File: config.mk
export PLATFORM = sky130hd
export DESIGN_NAME = hdlc_txrep
export DESIGN_NICKNAME = d
export VERILOG_FILES = /design/src/rtl/hdlc_txrep_pkg.sv /design/src/rtl/hdlc_txrep_fifo.sv /design/src/rtl/hdlc_txrep_cmd.sv /design/src/rtl/hdlc_txrep_ser.sv /design/src/rtl/hdlc_txrep.sv
export SDC_FILE = /design/constraint.sdc
export NUM_CORES = 1
export LEC_CHECK = 0
export CAP_MARGIN = 20
export CORE_ASPECT_RATIO = 1.75
export CORE_UTILIZATION = 55
export CTS_CLUSTER_SIZE = 14
export DETAILED_ROUTE_END_ITERATION = 8
export MAX_ROUTING_LAYER = met4
export PLACE_DENSITY = 0.7
export SYNTH_ARGS = -nofsm -noshare
export SYNTH_HDL_FRONTEND = slang
export SYNTH_SLANG_ARGS = --single-unit
File: constraint.sdc
create_clock -name clk -period 5 [get_ports clk]
set_input_delay 0.5 -clock clk [delete_from_list [all_inputs] [get_ports clk]]
set_output_delay 0.5 -clock clk [all_outputs]
set_load 0.01 [all_outputs]
File: src/rtl/hdlc_txrep_pkg.sv
package hdlc_txrep_pkg;
  // command bit positions decoded by the command unit
  localparam int CB_SOFT_RST  = 0;
  localparam int CB_MARK_END  = 1;
  localparam int CB_SEND      = 2;
  localparam int CB_TX_RST    = 4;
  localparam int CB_CYCLIC    = 5;

  typedef struct packed {
    logic flush;
    logic start;
    logic start_cyc;
    logic start_mark;
    logic halt;
  } ctl_t;
endpackage

File: src/rtl/hdlc_txrep_fifo.sv
module hdlc_txrep_fifo #(
  parameter int DEPTH = 32,
  localparam int AW = $clog2(DEPTH),
  localparam int CW = AW + 1
) (
  input  logic          clk,
  input  logic          rst_n,
  input  logic          flush,
  input  logic          push,
  input  logic          push_word,
  input  logic [15:0]   push_data,
  input  logic          pop,
  input  logic [AW-1:0] rd_off,
  output logic [7:0]    rd_byte,
  output logic [CW-1:0] cnt,
  output logic [CW-1:0] free
);
  logic [7:0]    mem [DEPTH];
  logic [AW-1:0] head_q, tail_q;
  logic [CW-1:0] cnt_q;
  logic [CW-1:0] add_n;
  logic [CW-1:0] sub_n;
  logic [AW-1:0] tail_p1;
  logic [AW-1:0] rd_addr;

  assign add_n   = push ? (push_word ? CW'(2) : CW'(1)) : '0;
  assign sub_n   = pop ? CW'(1) : '0;
  assign tail_p1 = tail_q + AW'(1);
  assign rd_addr = head_q + rd_off;
  assign rd_byte = mem[rd_addr];
  assign cnt     = cnt_q;
  assign free    = CW'(DEPTH) - cnt_q;

  always_ff @(posedge clk or negedge rst_n) begin
    if (!rst_n) begin
      head_q <= '0;
      tail_q <= '0;
      cnt_q  <= '0;
    end else if (flush) begin
      head_q <= '0;
      tail_q <= '0;
      cnt_q  <= '0;
    end else begin
      if (push) tail_q <= push_word ? tail_q + AW'(2) : tail_p1;
      if (pop)  head_q <= head_q + AW'(1);
      cnt_q <= cnt_q + add_n - sub_n;
    end
  end

  always_ff @(posedge clk) begin
    if (push && !flush) begin
      mem[tail_q] <= push_data[7:0];
      if (push_word) mem[tail_p1] <= push_data[15:8];
    end
  end
endmodule

File: src/rtl/hdlc_txrep_cmd.sv
module hdlc_txrep_cmd
  import hdlc_txrep_pkg::*;
#(
  parameter int CW = 6
) (
  input  logic          cmd_wr,
  input  logic [7:0]    cmd_data,
  input  logic          busy,
  input  logic          cyc,
  input  logic [CW-1:0] cnt,
  output ctl_t          ctl
);
  logic do_flush;

  assign do_flush = cmd_wr && (cmd_data[CB_SOFT_RST] || cmd_data[CB_TX_RST]);

  always_comb begin
    ctl            = '0;
    ctl.flush      = do_flush;
    ctl.start      = cmd_wr && !do_flush && cmd_data[CB_SEND] && !busy && (cnt != '0);
    ctl.start_cyc  = cmd_data[CB_CYCLIC];
    ctl.start_mark = cmd_data[CB_MARK_END] && !cmd_data[CB_CYCLIC];
    ctl.halt       = do_flush || (cmd_wr && busy && cyc && !cmd_data[CB_CYCLIC]);
  end
endmodule

File: src/rtl/hdlc_txrep_ser.sv
module hdlc_txrep_ser #(
  parameter int AW = 5,
  localparam int CW = AW + 1
) (
  input  logic          clk,
  input  logic          rst_n,
  input  logic          bit_en,
  input  logic          start,
  input  logic          start_cyc,
  input  logic          start_mark,
  input  logic          halt,
  input  logic [CW-1:0] cnt,
  input  logic [7:0]    rd_byte,
  output logic [AW-1:0] rd_off,
  output logic          pop,
  output logic          line,
  output logic          busy,
  output logic          cyc,
  output logic          frame_end
);
  logic          busy_q, cyc_q, mark_q, fe_q;
  logic [7:0]    sh_q;
  logic [2:0]    bcnt_q;
  logic [AW-1:0] idx_q;
  logic [AW-1:0] idx_nx;
  logic          byte_done;
  logic          last_out;

  assign idx_nx    = ((CW'(idx_q) + CW'(1)) == cnt) ? '0 : idx_q + AW'(1);
  assign byte_done = busy_q && bit_en && (bcnt_q == 3'd7);
  assign pop       = byte_done && !cyc_q && !halt;
  assign last_out  = pop && (cnt == CW'(1));
  assign rd_off    = !busy_q ? '0 : (cyc_q ? idx_nx : AW'(1));
  assign line      = busy_q ? sh_q[0] : 1'b1;
  assign busy      = busy_q;
  assign cyc       = cyc_q;
  assign frame_end = fe_q;

  always_ff @(posedge clk or negedge rst_n) begin
    if (!rst_n) begin
      busy_q <= 1'b0;
      cyc_q  <= 1'b0;
      mark_q <= 1'b0;
      fe_q   <= 1'b0;
      sh_q   <= '1;
      bcnt_q <= '0;
      idx_q  <= '0;
    end else begin
      fe_q <= last_out && mark_q;
      if (halt) begin
        busy_q <= 1'b0;
        cyc_q  <= 1'b0;
        mark_q <= 1'b0;
        bcnt_q <= '0;
        idx_q  <= '0;
      end else if (start) begin
        busy_q <= 1'b1;
        cyc_q  <= start_cyc;
        mark_q <= start_mark;
        sh_q   <= rd_byte;
        bcnt_q <= '0;
        idx_q  <= '0;
      end else if (busy_q && bit_en) begin
        bcnt_q <= bcnt_q + 3'd1;
        if (bcnt_q != 3'd7) begin
          sh_q <= {1'b1, sh_q[7:1]};
        end else if (cyc_q) begin
          idx_q <= idx_nx;
          sh_q  <= rd_byte;
        end else if (cnt == CW'(1)) begin
          busy_q <= 1'b0;
          mark_q <= 1'b0;
        end else begin
          sh_q <= rd_byte;
        end
      end
    end
  end
endmodule

File: src/rtl/hdlc_txrep.sv
module hdlc_txrep
  import hdlc_txrep_pkg::*;
#(
  parameter int DEPTH = 32,
  localparam int AW = $clog2(DEPTH),
  localparam int CW = AW + 1
) (
  input  logic        clk,
  input  logic        rst_n,
  input  logic        wr_valid,
  output logic        wr_ready,
  input  logic        wr_word,
  input  logic [15:0] wr_data,
  input  logic        cmd_wr,
  input  logic [7:0]  cmd_data,
  input  logic        bit_en,
  output logic        tx_line,
  output logic        tx_active,
  output logic        frame_end,
  output logic        pool_ready,
  output logic        overflow
);
  ctl_t          ctl;
  logic [CW-1:0] fifo_cnt, fifo_free;
  logic [AW-1:0] rd_off;
  logic [7:0]    rd_byte;
  logic          pop, busy, cyc, push;
  logic          ovf_q, nz_q;

  assign wr_ready   = wr_word ? (fifo_free >= CW'(2)) : (fifo_free >= CW'(1));
  assign push       = wr_valid && wr_ready && !ctl.flush;
  assign tx_active  = busy;
  assign overflow   = ovf_q;
  assign pool_ready = nz_q && (fifo_cnt == '0);

  hdlc_txrep_cmd #(.CW(CW)) u_cmd (
    .cmd_wr   (cmd_wr),
    .cmd_data (cmd_data),
    .busy     (busy),
    .cyc      (cyc),
    .cnt      (fifo_cnt),
    .ctl      (ctl)
  );

  hdlc_txrep_fifo #(.DEPTH(DEPTH)) u_fifo (
    .clk       (clk),
    .rst_n     (rst_n),
    .flush     (ctl.flush),
    .push      (push),
    .push_word (wr_word),
    .push_data (wr_data),
    .pop       (pop),
    .rd_off    (rd_off),
    .rd_byte   (rd_byte),
    .cnt       (fifo_cnt),
    .free      (fifo_free)
  );

  hdlc_txrep_ser #(.AW(AW)) u_ser (
    .clk        (clk),
    .rst_n      (rst_n),
    .bit_en     (bit_en),
    .start      (ctl.start),
    .start_cyc  (ctl.start_cyc),
    .start_mark (ctl.start_mark),
    .halt       (ctl.halt),
    .cnt        (fifo_cnt),
    .rd_byte    (rd_byte),
    .rd_off     (rd_off),
    .pop        (pop),
    .line       (tx_line),
    .busy       (busy),
    .cyc        (cyc),
    .frame_end  (frame_end)
  );

  always_ff @(posedge clk or negedge rst_n) begin
    if (!rst_n) begin
      ovf_q <= 1'b0;
      nz_q  <= 1'b0;
    end else begin
      nz_q <= (fifo_cnt != '0);
      if (ctl.flush)                 ovf_q <= 1'b0;
      else if (wr_valid && !wr_ready) ovf_q <= 1'b1;
    end
  end
endmodule

# Word level (Yosys, flattened, before mapping)
# Memories as Yosys holds them, arrays and structs flattened.
# Index checks and enable logic that the tools add are counted.
# totals
regBits,38
mem_bits_rw,256
output_inout_bits,6
elab_cells,118
memories,1
# mem_list
name,depth,word_bits,read_ports,rd_clocked_by_memory_dff,write_ports,line_no,text
u_fifo.mem,32,8,1,0,2,hdlc_txrep_fifo.sv:18,logic [7:0] mem [DEPTH];
# op_classes
addsub,10
order_cmp,2
n_eq_ne,7
n_mux,44
n_bitwise,1
reduce_logical,41
# op_table
operator,count
5-bit two-way mux,13
8-bit two-way mux,5
1-bit logical AND,20
1-bit two-way mux,20
"5-bit by 1-bit adder with 5-bit output, second input constant",3
6-bit two-way mux,2
2-bit nonzero test,5
3-bit two-way mux,3
3-bit nonzero test,3
"5-bit by 1-bit adder with 6-bit output, second input constant",1
6-bit adder,1
"6-bit by 1-bit equality test with 1-bit output, second input constant",1
6-bit equality test,1
"6-bit by 1-bit greater-or-equal comparator with 1-bit output, second input constant",1
"6-bit by 2-bit greater-or-equal comparator with 1-bit output, second input constant",1
1-bit zero test,6
6-bit zero test,1
"3-bit by 1-bit inequality test with 1-bit output, second input constant",2
3-bit AND reduction,2
6-bit nonzero test,1
6-bit subtractor,1
"6-bit subtractor, first input constant",1
"5-bit by 2-bit adder with 5-bit output, second input constant",1
5-bit adder,1
other kinds (8),9

# Depth between registers and ports, before layout
# Gate-level depths: netlist of run 1.
# An unclocked memory read counts as a cell.
# logic_depth
word_depth,12
mapped_depth,17
ltp_nobuf,17

# Cells and area by module
# From an unflattened synthesis of run 1, not the netlist that was laid out.
# hier_totals
cells_unflattened,1107
area_unflattened_um2,16519.6
# modules_own_cells
module,instances,cells_per_inst,area_each_um2,seq_area_each_um2
hdlc_txrep_fifo,1,955,15092.0,8087.8
hdlc_txrep_ser,1,126,1207.4,510.5
hdlc_txrep,1,15,141.4,50.0
hdlc_txrep_cmd,1,11,78.8,0.0

# Least setup slack after synthesis of run 1
# OpenSTA, ideal clock, no wires.
# synth_path
kind,reg2reg
start,register u_ser.idx_q[0]
end,register u_ser.sh_q[0]
setup_time_ns,0.098
t_arrival_ns,3.778
path_slack_ns,1.124
path_stages_with_launch,16
n_path_buf,3
period_less_slack_ns,3.876
cell_sequence,dfrtp_1 > ha_1 > xnor3_1 > nand3_1 > a221oi_2 > a21o_1 > or2_2 > fa_1 > buf_2 > buf_1 > buf_1 > mux4_2 > nand2_1 > a31oi_1 > mux2i_1 > a221oi_1
# synth_between
elab_chain_len,12
# synth_rtl
element,line_no,text
from (decl),hdlc_txrep_ser.sv:24,logic [AW-1:0] idx_q;
from (signal assigned),hdlc_txrep_ser.sv:68,idx_q <= idx_nx;
5-bit by 1-bit adder with 6-bit output,hdlc_txrep_ser.sv:29,assign idx_nx = ((CW'(idx_q) + CW'(1)) == cnt) ? '0 : idx_q + AW'(1);
6-bit equality test,hdlc_txrep_ser.sv:29,
5-bit two-way mux *,hdlc_txrep_ser.sv:29,
5-bit two-way mux * (2 in a row),hdlc_txrep_ser.sv:33,assign rd_off = !busy_q ? '0 : (cyc_q ? idx_nx : AW'(1));
5-bit adder *,hdlc_txrep_fifo.sv:29,assign rd_addr = head_q + rd_off;
memory read 32 x 8 bit *,--,
8-bit two-way mux,hdlc_txrep_ser.sv:70,end else if (cnt == CW'(1)) begin
8-bit two-way mux,hdlc_txrep_ser.sv:67,end else if (cyc_q) begin
8-bit two-way mux,hdlc_txrep_ser.sv:65,if (bcnt_q != 3'd7) begin
8-bit two-way mux,hdlc_txrep_ser.sv:63,end else if (busy_q && bit_en) begin
8-bit two-way mux *,hdlc_txrep_ser.sv:56,end else if (start) begin
to (signal assigned),hdlc_txrep_ser.sv:60,sh_q <= rd_byte;
to (signal assigned),hdlc_txrep_ser.sv:66,"sh_q <= {1'b1, sh_q[7:1]};"
to (signal assigned),hdlc_txrep_ser.sv:69,sh_q <= rd_byte;
to (decl),hdlc_txrep_ser.sv:22,logic [7:0] sh_q;
# Mark *: on every way between the ends. The rest lies on a longest branch, timed or not. The select of a mux whose other input is x is not followed.
# A chain may end at the register's enable or synchronous reset.

# Worst setup path after layout of run 1
# layout_path
start,register u_ser.idx_q[0]
end,register u_ser.sh_q[7]
# The elaborated chain is that of the path after synthesis.

==> run_results.csv, run 1 <==
group,metric,value,unit
run_status,outcome,"finished, final reports clean",
worst_setup_path,r2r-end,"u_ser.sh_q[7]$_DFFE_PN1P_",
synthesis,synthTopCellsByCount,"edfxtp_1 (256), mux2_2 (237), nand2_1 (82), clkbuf_1 (74), mux4_2 (65)",
cells_and_area,area_growth,10.2,%
placement,port_buffers,32,
worst_setup_path,r2r_start,"u_ser.idx_q[0]$_DFFE_PN0P_",
worst_setup_path,critPathKind,"reg2reg",
synthesis,synth_enable_flop_cells,256,
power_and_ir_drop,peakVddDrop,0.270,mV
worst_setup_path,start_kind,"flip-flop",
worst_setup_path,arrival,4.87,ns
drt,viasPerCell,6.28,
worst_setup_path,path_buf_inv,2,
min_path,hp-class,"in2async",
job,cap_violations,0,
placement,placed_cells,1498,
global_routing,grt_overflow,0,
drt,route.detailed.drc,0,
timing,whs,0.0623,ns
drt,ant_nets,0,
timing,maxSlewViolCount,0,
synthesis,yosysSeqAreaShare,53.4,%
synthesis,yosys.area.top_type,"edfxtp_1",
die,start_util,56.2,%
global_routing,grt_pass1_vias,10146,
clock_tree,clockBufferDepth,3,
clock_tree,clk_latency,0.56,ns
clock_tree,post_cts_resized,0,
worst_setup_path,worst_ep_required_time,5.44,ns
timing,fmax,226,MHz
timing,setup_viol,0,
synthesis,syn_avg_cell_area,14.2,um^2
power_and_ir_drop,p_leak,6.34,nW
clock_tree,cts-root-buf,"clkbuf_16",
timing,rsz0062_at_grt,"no",
worst_setup_path,crit_cells,13,
synthesis,yosysTopAreaCellShare,47.4,%
synthesis,synth_cells,1145,
global_routing,grt_max_degree,39,
timing,finalSetupTns,0,ns
cells_and_area,nets,1211,
timing,final_hold_viol_count,0,
timing,fin_crit_sh,88.6,%
global_routing,antenna_found_initial,0,
worst_setup_path,worstSetupStartpoint,"u_ser.idx_q[0]$_DFFE_PN0P_",
drt,vias,9719,
timing,maxSlewHeadroom,29.3,%
synthesis,synth_area_leaders,"edfxtp_1 (47%), mux2_2 (16%), mux4_2 (9.0%)",
clock_tree,clock_sinks,294,
die,die_h,229,um
clock_tree,postCtsSetupRepairBufs,0,
drt,wl_per_cell,26.2,um
global_routing,grtUsageTotal,28.5,%
clock_tree,hold_buffers,0,
clock_tree,ctsHtreeMaxLevel,1,
synthesis,syn_nets,1206,
cells_and_area,fin_cells,1547,
timing,period_needed,4.43,ns
power_and_ir_drop,p_per_area,340,mW/mm^2
synthesis,yosysWarnings,0,
global_routing,grt_pass1_wl,62000,um
clock_tree,cts_tree,"built",
placement,hpwlAfterDp,27600,um
worst_setup_path,reg2reg_depth,13,
die,num_rows,82,
power_and_ir_drop,power,6.07,mW
synthesis,synth_most_common_cell,"edfxtp_1",
drt,drt_pre_antenna_iters,5,
synthesis,ys.flop_type,"edfxtp_1",
cells_and_area,ff_latch_area,0.00865,mm^2
clock_tree,path_clk_slew,0.07,ns
synthesis,synth-seq-cells,294,
timing,tightest_slew,1.06,ns
synthesis,synth_cell_types,55,
die,die_area,0.0302,mm^2
worst_setup_path,cp_slowest_cell,"fa_2",
clock_tree,cts_buffers,28,
placement,gp_congestion,0.913,
placement,placed_area,0.0169,mm^2
die,die_x,132,um
cells_and_area,multiInputGateArea,0.00713,mm^2
cells_and_area,final_area,0.0179,mm^2
cells_and_area,diodes,0,
synthesis,syn-cell-area,0.0162,mm^2
synthesis,ys_async_sr_fraction,12.9,%
cells_and_area,fillers,2236,
die,fp.coreArea,0.0288,mm^2
worst_setup_path,slowest_delay,0.86,ns
worst_setup_path,path_cells,"ha_1 -> xnor3_1 -> nand3_1 -> a221oi_2 -> a21o_1 -> or2_2 -> fa_2 -> buf_12 -> buf_4 -> mux4_2 -> a311o_1 -> nor3_1 -> a211oi_1",
drt,wl,40500,um
drt,drtIter0Drc,672,
worst_setup_path,crit_path_end_kind,"flip-flop",
worst_setup_path,regToRegSetupSlack,0.57,ns
timing,skew,0.0143,ns
worst_setup_path,cp_max_fo,29,
cells_and_area,drive_gt1_share,37.0,%
worst_setup_path,cp_top_family,"adder cells",
die,ios,36,
-- layout by cell type (no fill, tap or decap), drive strengths merged, types with 11 or more instances in the layout --
cell type and count:
clkbuf 36, xnor2 15, ha 29, buf 31, nor3 14, and3 16
nor2 64, dfrtp 30, nand3 20, a31oi 16, mux4 65, mux2 256
inv 32, o21ai 13, edfxtp 256, a21oi 25, clkdlybuf4s50 31, xor2 11
a21o 37, nand2 82
-- sequential cells by signal, summed over array words and instances (netlist names) --
register	flops
u_fifo.cnt	6
u_fifo.tail_q	5
u_ser.cyc	1
u_fifo.head_q	5
overflow	1
u_ser.mark_q	1
u_fifo.mem	256
nz_q	1
u_ser.bcnt_q	3
u_ser.idx_q	5
u_ser.busy	1
u_ser.frame_end	1
u_ser.sh_q	8
-- layout make-up --
cell class / count / share of cell area, %
clock buffer: 36 / 4.21
multi-input combinational: 733 / 39.9
timing repair buffer: 62 / 3.18
clock inverter: 13 / 0.953
sequential: 294 / 48.4
tap: 378 / 2.65
inverter: 31 / 0.652
-- cell families (layout without fill, tap and decap cells) --
group,after synthesis,count (layout),share of synthesized area (%)
mux,331,331,27.4
flops,294,294,53.4
simple gates,231,231,7.21
buf+inv,118,142,2.83
compound gates,113,113,5.00
fa+ha+maj,31,31,2.49
xor+xnor,27,27,1.66
-- layer usage --
metal  up-vias  wire length, um  GRT usage [%]
li1       4376                -              -
met1      4995            15100           31.5
met2       249            21900           50.9
met3        99             1400           2.63
met4         0             2110           14.3
met5         -                0              -
-- how the worst max path moves through the flow --
| stage | to |
|---|---|
| after floorplan | u_ser.sh_q[0]$_DFFE_PN1P_ |
| after global placement | u_ser.sh_q[7]$_DFFE_PN1P_ |
| after detailed placement | u_ser.sh_q[7]$_DFFE_PN1P_ |
| after CTS | u_ser.sh_q[7]$_DFFE_PN1P_ |
| after global routing | u_ser.sh_q[7]$_DFFE_PN1P_ |
| final | u_ser.sh_q[7]$_DFFE_PN1P_ |
-- report_power, final --
group	internal, mW	switching [mW]	total [mW]
combinational	0.441	0.572	1.01
clock	1.27	0.935	2.20
sequential	2.78	0.0755	2.86
-- through the flow --
step / setup slack (ns) / util (%)
global placement: 0.653 / 58.6
floorplan: 1.12 / -
CTS: 0.583 / 61.9
finish: 0.571 / 61.9
detailed placement: 0.613 / 58.7
global route: 0.366 / 61.9
-- worst register-to-register path: cells and delay by family (launching register included) --
family / cells / cell delay [ns]
DFF: 1 / 0.46
AOI/OAI and AO/OA: 4 / 0.72
muxes: 1 / 0.36
xor gates and xnor gates: 1 / 0.41
and+or+nand+nor: 3 / 0.59
buffers and inverters: 2 / 0.64
adders and majority gates: 2 / 1.13
Power figures use the tool's default switching activity.
==> inputs of run 2 (changes only) <==
Settings changed: CTS_CLUSTER_SIZE 14 to default, RECOVER_POWER from default to 100.
==> run_results.csv, run 2 (synthesized netlist as in run 1, its figures left out) <==
group,metric,value,unit
run_status,outcome,"finished with violations",
run_status,violations,"capacitance limit, slew limit",
cells_and_area,nets,1211,
clock_tree,cts-root-buf,"clkbuf_16",
timing,setup_viol,0,
drt,ant_nets,0,
drt,wl,40700,um
die,die_h,229,um
power_and_ir_drop,p_per_area,338,mW/mm^2
worst_setup_path,arrival,4.98,ns
timing,fin_crit_sh,90.7,%
timing,skew,0.0210,ns
cells_and_area,area_growth,9.22,%
global_routing,grt_pass1_wl,62200,um
worst_setup_path,critPathKind,"reg2reg",
worst_setup_path,worst_ep_required_time,5.44,ns
power_and_ir_drop,peakVddDrop,0.297,mV
cells_and_area,layout_common_cells,"edfxtp_1 (256), mux2_2 (236), nand2_1 (82)",
worst_setup_path,crit_path_end_kind,"flip-flop",
clock_tree,path_clk_slew,0.06,ns
die,die_area,0.0302,mm^2
die,fp.coreArea,0.0288,mm^2
timing,maxSlewHeadroom,-44.9,%
power_and_ir_drop,p_leak,6.32,nW
clock_tree,clk_latency,0.57,ns
drt,route.detailed.drc,0,
placement,gp_congestion,0.913,
drt,vias,9858,
clock_tree,hold_buffers,0,
drt,drtIter0Drc,767,
die,num_rows,82,
cells_and_area,regMostFlops,"u_fifo.mem",
clock_tree,clockBufferDepth,3,
power_and_ir_drop,power,5.98,mW
global_routing,grt_pass1_vias,10190,
timing,final_hold_viol_count,0,
clock_tree,post_cts_resized,0,
worst_setup_path,start_kind,"flip-flop",
cells_and_area,largest_reg_flops,256,
timing,period_needed,4.53,ns
die,die_x,132,um
worst_setup_path,cp_max_fo,29,
cells_and_area,drive_gt1_share,33.4,%
job,cap_violations,1,
timing,finalSetupTns,0,ns
drt,drt_pre_antenna_iters,5,
min_path,hp-class,"reg2reg",
global_routing,grtUsageTotal,28.5,%
cells_and_area,diodes,0,
clock_tree,ctsHtreeMaxLevel,1,
cells_and_area,final_common_cell,"edfxtp_1",
global_routing,grt_max_degree,39,
placement,placed_area,0.0169,mm^2
timing,tightest_slew,2.17,ns
timing,maxSlewViolCount,39,
drt,viasPerCell,6.36,
die,ios,36,
global_routing,antenna_found_initial,0,
clock_tree,cts_tree,"built",
die,start_util,56.2,%
timing,rsz0062_at_grt,"no",
placement,hpwlAfterDp,27600,um
cells_and_area,final_area,0.0177,mm^2
clock_tree,postCtsSetupRepairBufs,0,
drt,wl_per_cell,26.3,um
placement,port_buffers,32,
clock_tree,cts_buffers,28,
timing,fmax,221,MHz
clock_tree,clock_sinks,294,
global_routing,grt_overflow,0,
## run 2: cell count changes in the layout (fill, tap and decap cells not counted), moves of 2 or more
cell,before,now
nor2_1,31,64
nor2_2,32,0
clkdlybuf4s50_1,31,25
dlygate4sd3_1,0,6
nand3_1,16,20
nand3_2,4,0
clkinv_4,0,3
a221oi_1,3,5
a221oi_2,5,3
bufinv_16,4,2
clkbuf_1,7,9
## run 2: through the flow
step	setup slack [ns]	util, %	hold WS (ns)	cells
6_report	0.466	61.4	0.476	1549
5_1_grt	0.247	61.4	0.493	1549
4_1_cts	0.576	61.8	0.0707	1549
3_5_place_dp	0.613	58.7	0.464	1498
3_3_place_gp	0.653	58.6	0.469	1496
2_1_floorplan	1.12	-	0.204	1145
## run 2: final timing paths
check	depth (start not counted)	slack (ns)	to	start
min	2	0.48	u_ser.sh_q[7]$_DFFE_PN1P_	u_ser.sh_q[7]$_DFFE_PN1P_
min in group asynchronous	1	0.55	u_fifo.cnt[2]$_DFF_PN0_	rst_n
max	14	0.47	u_ser.sh_q[7]$_DFFE_PN1P_	u_ser.idx_q[0]$_DFFE_PN0P_
max in group asynchronous	1	3.17	u_ser.bcnt_q[2]$_DFFE_PN0P_	rst_n
min reg2reg	2	0.48	u_ser.sh_q[7]$_DFFE_PN1P_	u_ser.sh_q[7]$_DFFE_PN1P_
max reg2reg	14	0.47	u_ser.sh_q[7]$_DFFE_PN1P_	u_ser.idx_q[0]$_DFFE_PN0P_
## run 2: cell type report
class                   count  area [um^2]
repair buffers             62          563
inverters                  31          116
multi-input cells         733         7000
clock buffers              36          752
well taps                 378          473
fillers                  2267        11100
flip-flops and latches    294         8650
clock inverters            15          141
## run 2: metal layers
| layer | vias up | routed length [um] | global-route usage (%) |
|---|---|---|---|
| met5 | - | 0 | - |
| met4 | 0 | 2050 | 13.9 |
| met3 | 105 | 1730 | 2.70 |
| met2 | 287 | 22100 | 50.9 |
| met1 | 5089 | 14900 | 31.7 |
| li1 | 4377 | - | - |
## run 2: critical path, cell delays in order (launching register included)
cell	delay, ns
dfrtp_1	0.45
ha_1	0.28
xnor3_1	0.37
nand3_1	0.07
a221oi_1	0.45
a21oi_1	0.14
o21a_1	0.22
ha_4	0.16
inv_1	0.08
fa_2	0.64
buf_12	0.27
mux4_2	0.36
mux4_2	0.53
nor4b_1	0.28
a211oi_1	0.09
## run 2: where the power goes
part	internal, mW	switching, mW
Sequential	2.78	0.0759
Clock	1.17	0.960
Combinational	0.433	0.560
Total	4.39	1.60
==> inputs of run 3 (changes only) <==
Settings changed: MAX_ROUTING_LAYER met4 to default.
==> run_results.csv, run 3 (synthesized netlist as in run 1, its figures left out) <==
group,metric,value,unit
run_status,outcome,"finished with violations",
run_status,violations,"capacitance limit, slew limit",
worst_setup_path,worst_ep_required_time,5.45,ns
timing,skew,0.0111,ns
worst_setup_path,path_cells,"ha_1 -> xnor3_1 -> nand3_1 -> a221oi_2 -> a21o_1 -> or2_2 -> fa_2 -> clkbuf_2 -> mux4_2 -> nand2_1 -> a31oi_1 -> mux2i_1 -> a221oi_1",
min_path,worstHoldStart,"u_ser.sh_q[7]$_DFFE_PN1P_",
global_routing,grt_pass1_wl,61100,um
worst_setup_path,arrival,5.00,ns
die,die_h,229,um
power_and_ir_drop,peakVddDrop,0.265,mV
placement,placed_cells,1499,
drt,drtIter0Drc,690,
worst_setup_path,path_buf_inv,1,
cells_and_area,final_common_cell,"edfxtp_1",
global_routing,grtUsageTotal,27.2,%
clock_tree,postCtsSetupRepairBufs,0,
cells_and_area,final_util,61.3,%
cells_and_area,largest_reg_flops,256,
timing,final_hold_viol_count,0,
global_routing,antenna_found_initial,0,
worst_setup_path,slowest_delay,1.10,ns
die,fp.coreArea,0.0288,mm^2
timing,maxSlewViolCount,39,
placement,gp_congestion,0.878,
power_and_ir_drop,p_per_area,334,mW/mm^2
global_routing,busiest_layer,"met2",
global_routing,gr-usage-met2,51.2,%
global_routing,grt_overflow,0,
clock_tree,cts-root-buf,"clkbuf_16",
cells_and_area,fillers,2252,
timing,maxSlewHeadroom,-43.1,%
worst_setup_path,cp_max_fo,23,
clock_tree,cts_buffers,27,
clock_tree,clockBufferDepth,3,
die,start_util,56.2,%
drt,wl,39900,um
placement,hpwlAfterDp,27400,um
drt,wl_per_cell,25.8,um
timing,fmax,220,MHz
worst_setup_path,start_kind,"flip-flop",
drt,ant_nets,0,
cells_and_area,area_growth,9.03,%
worst_setup_path,cp_slowest_cell,"fa_2",
placement,placed_area,0.0170,mm^2
worst_setup_path,crit_path_end_kind,"flip-flop",
cells_and_area,ff_latch_area,0.00865,mm^2
timing,setup_viol,0,
placement,pre_cts_ws,0.514,ns
cells_and_area,diodes,0,
die,die_x,132,um
die,num_rows,82,
drt,route.detailed.drc,0,
timing,tightest_slew,2.15,ns
drt,viasPerCell,6.21,
clock_tree,path_clk_slew,0.07,ns
placement,port_buffers,32,
power_and_ir_drop,p_leak,6.31,nW
clock_tree,clock_sinks,294,
clock_tree,ctsHtreeMaxLevel,1,
clock_tree,post_cts_resized,0,
power_and_ir_drop,power,5.89,mW
cells_and_area,fin_cells,1550,
global_routing,grt_pass1_vias,10196,
worst_setup_path,critPathKind,"reg2reg",
timing,period_needed,4.54,ns
cells_and_area,drive_gt1_share,33.4,%
cells_and_area,nets,1212,
worst_setup_path,worstSetupStartpoint,"u_ser.idx_q[0]$_DFFE_PN0P_",
clock_tree,clk_latency,0.55,ns
global_routing,grt_use_met3,2.37,%
clock_tree,hold_buffers,0,
timing,fin_crit_sh,90.9,%
min_path,hp-class,"reg2reg",
timing,whs,0.475,ns
worst_setup_path,r2r_start,"u_ser.idx_q[0]$_DFFE_PN0P_",
timing,rsz0062_at_grt,"no",
cells_and_area,multiInputGateArea,0.00699,mm^2
cells_and_area,layout_common_cells,"edfxtp_1 (256), mux2_2 (237), nand2_1 (82)",
timing,setup_slack,0.457,ns
cells_and_area,regMostFlops,"u_fifo.mem",
worst_setup_path,cp_top_family,"adder cells",
die,die_area,0.0302,mm^2
die,ios,36,
timing,finalSetupTns,0,ns
drt,drt_pre_antenna_iters,5,
clock_tree,cts_tree,"built",
job,cap_violations,1,
drt,vias,9630,
cells_and_area,final_area,0.0177,mm^2
global_routing,grt_max_degree,39,
global_routing,grtUsageMet1,30.7,%
-- run 3: tightest hold or removal path: cells and delay by family, from the launching register on --
kind            cells  cell delay (ns)
buf+inv             1             0.04
compound gates      1             0.05
flops               1             0.37
-- run 3: where the power goes --
group	leakage, nW	switching (mW)	internal [mW]
registers	2.79	0.0764	2.78
logic	3.10	0.542	0.436
clock network	0.420	0.908	1.15
total	6.31	1.53	4.37
-- run 3: path summary, 6_finish.rpt --
kind	end	slack (ns)	cells after the start
worst max-delay path	u_ser.sh_q[5]$_DFFE_PN1P_	0.46	13
worst min-delay path	u_ser.sh_q[7]$_DFFE_PN1P_	0.48	2
worst max register to register	u_ser.sh_q[5]$_DFFE_PN1P_	0.46	13
worst min register to register	u_ser.sh_q[7]$_DFFE_PN1P_	0.48	2
max in group asynchronous	u_ser.busy$_DFFE_PN0P_	3.20	1
min in group asynchronous	overflow$_DFFE_PN0P_	0.57	1
-- run 3: layer usage --
| layer | part of all wire, % | up-vias |
|---|---|---|
| met3 | 3.5 | 81 |
| met1 | 37 | 4916 |
| met4 | 4.7 | 0 |
| met2 | 55 | 238 |
| li1 | - | 4395 |
| met5 | 0 | - |
-- run 3: final cells by class --
cell class	count	share of cell area (%)
multi-input cells	733	39.6
clock buffers	33	3.95
inverters	31	0.659
repair buffers	64	3.28
well taps	378	2.68
clock inverters	17	0.899
flip-flops and latches	294	49.0
